--- src/rtl/qtc_pkg.sv ---
package qtc_pkg;

    localparam int CNT_W   = 16;
    localparam int PH_N    = 4;
    localparam int LBL_W   = $clog2(PH_N);
    localparam int STAMP_W = CNT_W + LBL_W;

    typedef logic [CNT_W-1:0]   count_t;
    typedef logic [LBL_W-1:0]   label_t;
    typedef logic [PH_N-1:0]    phase_vec_t;
    typedef logic [STAMP_W-1:0] stamp_t;

    typedef enum logic {
        CAP_IDLE  = 1'b0,
        CAP_ARMED = 1'b1
    } cap_state_t;

    typedef struct packed {
        logic   hit;
        label_t lbl;
    } edge_info_t;

    // index of the earliest phase sample that is high
    function automatic label_t first_high(input phase_vec_t v);
        label_t r;
        r = '0;
        for (int i = PH_N - 1; i >= 0; i--) begin
            if (v[i]) r = label_t'(i);
        end
        return r;
    endfunction

    // label MSB marks the second half of the period
    function automatic logic half_sel(input label_t l);
        return l[LBL_W-1];
    endfunction

endpackage

--- src/rtl/qtc_free_counter.sv ---
module qtc_free_counter
    import qtc_pkg::*;
(
    input  logic   clk,
    input  logic   rst,
    output count_t cnt
);
    always_ff @(posedge clk) begin
        if (rst) cnt <= '0;
        else     cnt <= cnt + count_t'(1);
    end
endmodule

--- src/rtl/qtc_phase_det.sv ---
module qtc_phase_det
    import qtc_pkg::*;
(
    input  logic       clk,
    input  logic       rst,
    input  phase_vec_t ph,
    output edge_info_t info
);
    logic last_high;

    always_ff @(posedge clk) begin
        if (rst) last_high <= 1'b0;
        else     last_high <= ph[PH_N-1];
    end

    always_comb begin
        info.hit = (|ph) && !last_high;
        info.lbl = first_high(ph);
    end
endmodule

--- src/rtl/qtc_capture.sv ---
module qtc_capture
    import qtc_pkg::*;
(
    input  logic       clk,
    input  logic       rst,
    input  count_t     cnt,
    input  edge_info_t ev_start,
    input  edge_info_t ev_stop,
    output stamp_t     t_start,
    output stamp_t     t_stop,
    output stamp_t     span,
    output logic       sel_start,
    output logic       sel_stop,
    output logic       done
);
    cap_state_t state;
    stamp_t     stop_now;

    assign stop_now = {cnt, ev_stop.lbl};

    always_ff @(posedge clk) begin
        if (rst) begin
            state     <= CAP_IDLE;
            t_start   <= '0;
            t_stop    <= '0;
            span      <= '0;
            sel_start <= 1'b0;
            sel_stop  <= 1'b0;
            done      <= 1'b0;
        end else begin
            done <= 1'b0;
            if (ev_start.hit) begin
                t_start   <= {cnt, ev_start.lbl};
                sel_start <= half_sel(ev_start.lbl);
                state     <= CAP_ARMED;
            end else if (state == CAP_ARMED && ev_stop.hit) begin
                t_stop   <= stop_now;
                sel_stop <= half_sel(ev_stop.lbl);
                span     <= stop_now - t_start;
                done     <= 1'b1;
                state    <= CAP_IDLE;
            end
        end
    end
endmodule

--- src/rtl/qtc_coarse_timer.sv ---
module qtc_coarse_timer
    import qtc_pkg::*;
(
    input  logic               clk,
    input  logic               rst,
    input  logic [PH_N-1:0]    start_ph,
    input  logic [PH_N-1:0]    stop_ph,
    output logic [STAMP_W-1:0] t_start,
    output logic [STAMP_W-1:0] t_stop,
    output logic [STAMP_W-1:0] span,
    output logic               sel_start,
    output logic               sel_stop,
    output logic               done
);
    localparam int N_CH = 2;

    count_t                     cnt_q;
    edge_info_t [N_CH-1:0]      ev;
    phase_vec_t [N_CH-1:0]      ph_in;

    assign ph_in[0] = start_ph;
    assign ph_in[1] = stop_ph;

    qtc_free_counter u_cnt (
        .clk (clk),
        .rst (rst),
        .cnt (cnt_q)
    );

    for (genvar ch = 0; ch < N_CH; ch++) begin : g_det
        qtc_phase_det u_det (
            .clk  (clk),
            .rst  (rst),
            .ph   (ph_in[ch]),
            .info (ev[ch])
        );
    end

    qtc_capture u_cap (
        .clk       (clk),
        .rst       (rst),
        .cnt       (cnt_q),
        .ev_start  (ev[0]),
        .ev_stop   (ev[1]),
        .t_start   (t_start),
        .t_stop    (t_stop),
        .span      (span),
        .sel_start (sel_start),
        .sel_stop  (sel_stop),
        .done      (done)
    );
endmodule

--- config.mk ---
export PLATFORM = sky130hd
export DESIGN_NAME = qtc_coarse_timer
export DESIGN_NICKNAME = d
export VERILOG_FILES = /design/src/rtl/qtc_pkg.sv /design/src/rtl/qtc_free_counter.sv /design/src/rtl/qtc_phase_det.sv /design/src/rtl/qtc_capture.sv /design/src/rtl/qtc_coarse_timer.sv
export SDC_FILE = /design/constraint.sdc
export NUM_CORES = 1
export LEC_CHECK = 0
export BUFFER_PORTS_ARGS = -buffer_cell sky130_fd_sc_hd__buf_2
export CAP_MARGIN = 5
export CORE_AREA = 8 8 96 98
export CTS_BUF_LIST = sky130_fd_sc_hd__clkbuf_16
export DETAILED_ROUTE_END_ITERATION = 12
export DIE_AREA = 0 0 104 106
export GPL_TIMING_DRIVEN = 0
export PLACE_DENSITY = 0.72
export SYNTH_ARGS = -nofsm -noshare
export SYNTH_HDL_FRONTEND = slang
export SYNTH_SLANG_ARGS = --single-unit
--- constraint.sdc ---
create_clock -name clk -period 2.4 [get_ports clk]
set_input_delay 0.36 -clock clk [delete_from_list [all_inputs] [get_ports clk]]
set_output_delay 0.36 -clock clk [all_outputs]
set_load 0.02 [all_outputs]
==> results.sh, run 1 <==
export IMPL_status="finished clean"
export IMPL_worstHoldPathType="input pin to flip-flop"
export IMPL_clock_path_buffers=2
export IMPL_die_h_um=106
export IMPL_fin_skew_ns=0.00746
export IMPL_netlist_top_cells_count="dfxtp_1 (74), nor2_1 (56), nand2_1 (52), a21oi_1 (35), inv_1 (21)"
export IMPL_crit_type="input pin to flip-flop"
export IMPL_vias=3368
export IMPL_fp_row_count=33
export IMPL_r2r_end="u_cap.span[16]"
export IMPL_netlist_top_cells_area="dfxtp_1 (40%), ha_1 (6.1%), nor2_1 (5.6%)"
export IMPL_postRouteAntennaNets=0
export IMPL_synth_ff_type="dfxtp_1"
export IMPL_grtUsageTotal=0.176
export IMPL_fin_nets=546
export IMPL_worstSetupStartpointType="input pin"
export IMPL_hold_depth=2
export IMPL_setup_tns_ns=0
export IMPL_drive_gt1_frac=0.209
export IMPL_floorplan_initialDensity=0.474
export IMPL_max_vdd_ir_drop_mv=0.412
export IMPL_insertion_delay_ns=0.33
export IMPL_fin_cells=627
export IMPL_gp_congestion=0.899
export IMPL_grt_pass1_vias=3261
export IMPL_overflow=0
export IMPL_finalWirelength_um=9680
export IMPL_dp_cells=610
export IMPL_fin_crit_ns=2.31
export IMPL_max_slew_margin=0.549
export IMPL_timing_rr_start="u_cap.t_start[0]"
export IMPL_synth_top_area_cell="dfxtp_1"
export IMPL_dieArea_sq_um=11000
export IMPL_viasPerCell=5.37
export IMPL_syn_num_nets=468
export IMPL_cap_violations=0
export IMPL_dr_pass1_iters=5
export IMPL_holdWs_ns=0.302
export IMPL_final_hold_viol_count=0
export IMPL_power_leakage_uw=0.00210
export IMPL_grt_start_max_net_pins=14
export IMPL_fin_crit_sh=0.964
export IMPL_die_w_um=104
export IMPL_tightest_slew_ns=0.677
export IMPL_endpoint_kind="flip-flop"
export IMPL_ff2ff_setup_slack_ns=0.15
export IMPL_report_final_slew_viol_count=0
export IMPL_synthArstFlopShare=0
export IMPL_coreArea_sq_um=7850
export IMPL_setup_viol=0
export IMPL_synth_warnings=0
export IMPL_diodes=0
export IMPL_synth_edff_count=0
export IMPL_clock_sinks=74
export IMPL_hold_end="g_det[1].u_det.last_high"
export IMPL_worstPathArrival_ns=2.53
export IMPL_cts_tree="yes"
export IMPL_area_growth_pct=21.7
export IMPL_cts_root_buf="clkbuf_16"
export IMPL_boundaryPins=67
export IMPL_worstHoldStart="stop_ph[3]"
export IMPL_clk_pin_slew_ns=0.06
export IMPL_r2r_cells=8
export IMPL_synth_distinct_cells=55
export IMPL_synth_area_per_cell_sq_um=8.48
export IMPL_critPathRequiredTime_ns=2.62
export IMPL_ys_ff_latch=74
export IMPL_grt_pass1_wl_um=16100
export IMPL_h_tree_depth=3
export IMPL_power_density_nw_per_um2=692
export IMPL_yosysSeqAreaShare=0.398
export IMPL_io_buffers=66
export IMPL_routedWlPerCell_um=15.4
export IMPL_yosysMostFrequentCell="dfxtp_1"
export IMPL_synth_area_sq_um=3720
export IMPL_worst_path_max_fanout=5
export IMPL_antenna_found_initial=0
export IMPL_syn_inst=439
export IMPL_numCtsBuffers=9
export IMPL_drc=0
export IMPL_fmax_mhz=432
export IMPL_dp_hpwl_um=7210
export IMPL_synth_top_area_frac=0.398
export IMPL_first_iter_violations=181
-- registers in the layout (all words and copies together) (netlist names) --
name	count
u_cap.t_stop	18
g_det.u_det.last_high	2
u_cap.state	1
u_cap.t_start	18
u_cap.span	18
u_cnt.cnt	16
u_cap.done	1
-- final cells by class --
cell class,instances,area (sq um)
timing repair buffer,67,338
sequential,74,1480
fill,741,3320
inverter,21,78.8
tap,105,131
multi-input combinational,321,2040
buffer,23,143
clock inverter,7,93.8
clock buffer,9,225
-- power breakdown --
part	internal [uW]	leakage [uW]	switching, uW
clock	908	0.000153	515
sequential	1260	0.000599	23.9
combinational	182	0.00134	247
total	2350	0.00210	787
-- per-stage QoR --
stage	util	area (sq um)	power [uW]	setup slack, ns
after global placement	0.533	4180	1710	-0.309
final	0.577	4530	3130	0.0870
after floorplan	-	3720	1610	0.0117
after detailed placement	0.533	4180	1720	-0.346
after global routing	0.577	4530	3250	-0.0114
after CTS	0.575	4510	3140	0.00283
-- placed cells by master (no fill, tap or decap), types with 8 or more instances in the layout --
master,n
mux2i_1,19
buf_2,71
o21ai_0,10
a21oi_1,35
and3_1,10
xnor2_1,8
xor2_1,11
ha_1,17
clkbuf_16,9
nand3_1,15
clkbuf_1,8
dfxtp_1,74
nand2_1,52
inv_1,21
nor2_1,56
-- worst max-delay path, cell delays in order --
cell and delay (ns):
buf_2 0.10, nor2b_1 0.13, o21bai_1 0.10, ha_2 0.21, fa_2 0.34, nand2b_4 0.17, a21oi_4 0.21, o21ai_2 0.10
a211o_1 0.38, o21a_1 0.21, a211o_1 0.21
-- per-layer routing --
layer | wire length (um) | vias up | GRT usage
li1 | - | 1673 | -
met1 | 4430 | 1592 | 0.211
met2 | 4570 | 91 | 0.299
met3 | 468 | 12 | 0.0436
met4 | 205 | 0 | 0.0693
met5 | 0 | - | 0
-- cell families (layout without fill, tap and decap cells) --
kind of cell,Yosys count,after routing,share of synthesized area
and+or+nand+nor,175,175,0.223
AOI/OAI and AO/OA,89,89,0.158
DFF,74,74,0.398
buffers and inverters,44,127,0.0595
adders and majority gates,19,19,0.0659
xor gates and xnor gates,19,19,0.0447
muxes,19,19,0.0511
-- how the worst max path moves through the flow --
stage          startpoint              to  cells after the start
5_1_grt        stop_ph[3]  u_cap.span[16]                     11
6_report       stop_ph[3]  u_cap.span[16]                     11
3_5_place_dp   stop_ph[3]  u_cap.span[16]                     11
4_1_cts        stop_ph[3]  u_cap.span[15]                     10
2_1_floorplan  stop_ph[3]  u_cap.span[16]                     10
3_3_place_gp   stop_ph[3]  u_cap.span[16]                     11
-- what timing repair did --
action / 4_1_cts / 5_1_grt
endpoints found under the setup margin: 1 / 3
pin swaps: 0 / 3
hold buffers: 0 / 0
resized for setup: 1 / 6
setup buffers: 0 / 1
(Power assumes the default switching activity.)
==> run 2: changes to the inputs <==
CORE_AREA = 8 8 92 94   (was 8 8 96 98)
DIE_AREA = 0 0 100 102   (was 0 0 104 106)
PLACE_DENSITY = 0.75   (was 0.72)
clock period = 2.7 ns   (was 2.4 ns; I/O delays follow)
==> results.sh, run 2 (same netlist as run 1, synthesis figures left out) <==
export IMPL_setup_viol=0
export IMPL_dr_pass1_iters=4
export IMPL_viasPerCell=5.39
export IMPL_power_density_nw_per_um2=599
export IMPL_fin_crit_sh=0.915
export IMPL_cts_root_buf="clkbuf_16"
export IMPL_fmax_mhz=405
export IMPL_hold_depth=2
export IMPL_die_w_um=100
export IMPL_met3_length_um=720
export IMPL_hold_end="g_det[1].u_det.last_high"
export IMPL_crit_top_cell="o21ai_0"
export IMPL_worst_path_max_fanout=5
export IMPL_area_growth_pct=20.1
export IMPL_grt_start_max_net_pins=14
export IMPL_drc=0
export IMPL_grtUsageTotal=0.191
export IMPL_wl_met1_um=4140
export IMPL_dieArea_sq_um=10200
export IMPL_die_h_um=102
export IMPL_gp_congestion=0.901
export IMPL_final_hold_viol_count=0
export IMPL_report_final_slew_viol_count=0
export IMPL_cap_violations=0
export IMPL_diodes=0
export IMPL_final_cell_mix="dfxtp_1 (74), buf_2 (71), nor2_1 (56), nand2_1 (52), a21oi_1 (35)"
export IMPL_floorplan_initialDensity=0.527
export IMPL_worstPathArrival_ns=2.69
export IMPL_cp_top_family="compound AO/OA/AOI/OAI gates"
export IMPL_fin_nets=545
export IMPL_numCtsBuffers=9
export IMPL_critPathRequiredTime_ns=2.92
export IMPL_grt_pass1_wl_um=15400
export IMPL_postRouteAntennaNets=0
export IMPL_cts_tree="yes"
export IMPL_drive_gt1_frac=0.202
export IMPL_final_common_cell="dfxtp_1"
export IMPL_vias=3343
export IMPL_max_slew_margin=0.566
export IMPL_grt_pass1_vias=3298
export IMPL_rsz0062_at_grt="no"
export IMPL_overflow=0
export IMPL_worstSetupStartpointType="input pin"
export IMPL_met2_length_um=4470
export IMPL_finalWirelength_um=9580
export IMPL_fin_cells=620
export IMPL_place_area_sq_um=4180
export IMPL_endpoint_kind="flip-flop"
export IMPL_ff2ff_setup_slack_ns=0.30
export IMPL_insertion_delay_ns=0.33
export IMPL_clk_pin_slew_ns=0.06
export IMPL_post_cts_resize_count=0
export IMPL_hold_buffers=0
export IMPL_top_regs="u_cap.span (18), u_cap.t_start (18), u_cap.t_stop (18)"
export IMPL_routedWlPerCell_um=15.5
export IMPL_dp_cells=604
export IMPL_h_tree_depth=3
export IMPL_finalPower_uw=2680
export IMPL_boundaryPins=67
export IMPL_slowest_delay_ns=0.36
export IMPL_power_leakage_uw=0.00207
export IMPL_io_buffers=66
export IMPL_clock_sinks=74
export IMPL_first_iter_violations=168
export IMPL_status="finished clean"
export IMPL_tightest_slew_ns=0.652
export IMPL_stdcell_area_sq_um=4470
export IMPL_crit_type="input pin to flip-flop"
export IMPL_worstPathCellList="buf_2, o21ai_0, inv_1, ha_1, nor2b_1, o31a_2, o21ai_0, o22ai_2, mux2i_1, a311o_1"
export IMPL_r2r_end="u_cap.span[16]"
export IMPL_crit_slowest_cell="o21ai_0"
export IMPL_fin_skew_ns=0.00557
export IMPL_dp_hpwl_um=7190
export IMPL_worstHoldStart="stop_ph[3]"
export IMPL_fp_row_count=31
export IMPL_clock_path_buffers=2
export IMPL_crit_buf_inv=2
export IMPL_top_layer="met4"
export IMPL_worstHoldPathType="input pin to flip-flop"
export IMPL_timing_rr_start="u_cap.t_start[0]"
export IMPL_post_cts_buffers=0
export IMPL_fin_crit_ns=2.47
export IMPL_antenna_found_initial=0
export IMPL_coreArea_sq_um=7060
export IMPL_r2r_cells=8
export IMPL_max_vdd_ir_drop_mv=0.321
==> run 2: cell count changes in the layout (fill, tap and decap cells not counted), moves of 2 or more <==
cell        change
clkinv_4        -2
clkinvlp_4      +2
o21ai_0         +2
o21ai_1         -2
==> run 2: area by class of cell <==
cell class,instances,area (sq um)
multi-input cells,321,2020
clock inverters,7,70.1
flip-flops and latches,74,1480
well taps,99,124
clock buffers,9,225
fillers,639,2590
inverters,21,78.8
plain buffers,23,143
repair buffers,66,330
==> run 2: how the worst max path moves through the flow <==
| stage | from | endpoint | slack (ns) | depth (start not counted) |
|---|---|---|---|---|
| after floorplan | stop_ph[3] | u_cap.span[16] | 0.27 | 10 |
| after global placement | stop_ph[3] | u_cap.span[15] | -0.04 | 10 |
| after detailed placement | stop_ph[3] | u_cap.span[16] | -0.08 | 11 |
| after CTS | stop_ph[3] | u_cap.span[16] | 0.26 | 11 |
| after global routing | stop_ph[3] | u_cap.span[16] | 0.11 | 11 |
| final | stop_ph[3] | u_cap.span[15] | 0.23 | 10 |
==> run 2: report_power, final <==
group | switching [uW] | total [uW] | internal [uW]
registers | 21.1 | 1140 | 1120
clock network | 456 | 1170 | 712
logic | 214 | 369 | 155
total | 691 | 2680 | 1990
==> run 2: metal layers <==
metal / up-vias / GRT usage
li1: 1675 / -
met1: 1548 / 0.214
met2: 99 / 0.316
met3: 21 / 0.0654
met4: 0 / 0.0988
met5: - / 0
==> run 2: stage by stage <==
stage	hold WS, ns	util	setup slack, ns	TNS [ns]
finish	0.330	0.633	0.230	0
global route	0.350	0.633	0.112	0
CTS	0.320	0.633	0.259	0
detailed placement	0.447	0.591	-0.0828	-0.163
global placement	0.438	0.591	-0.0423	-0.0828
floorplan	0.451	-	0.267	0
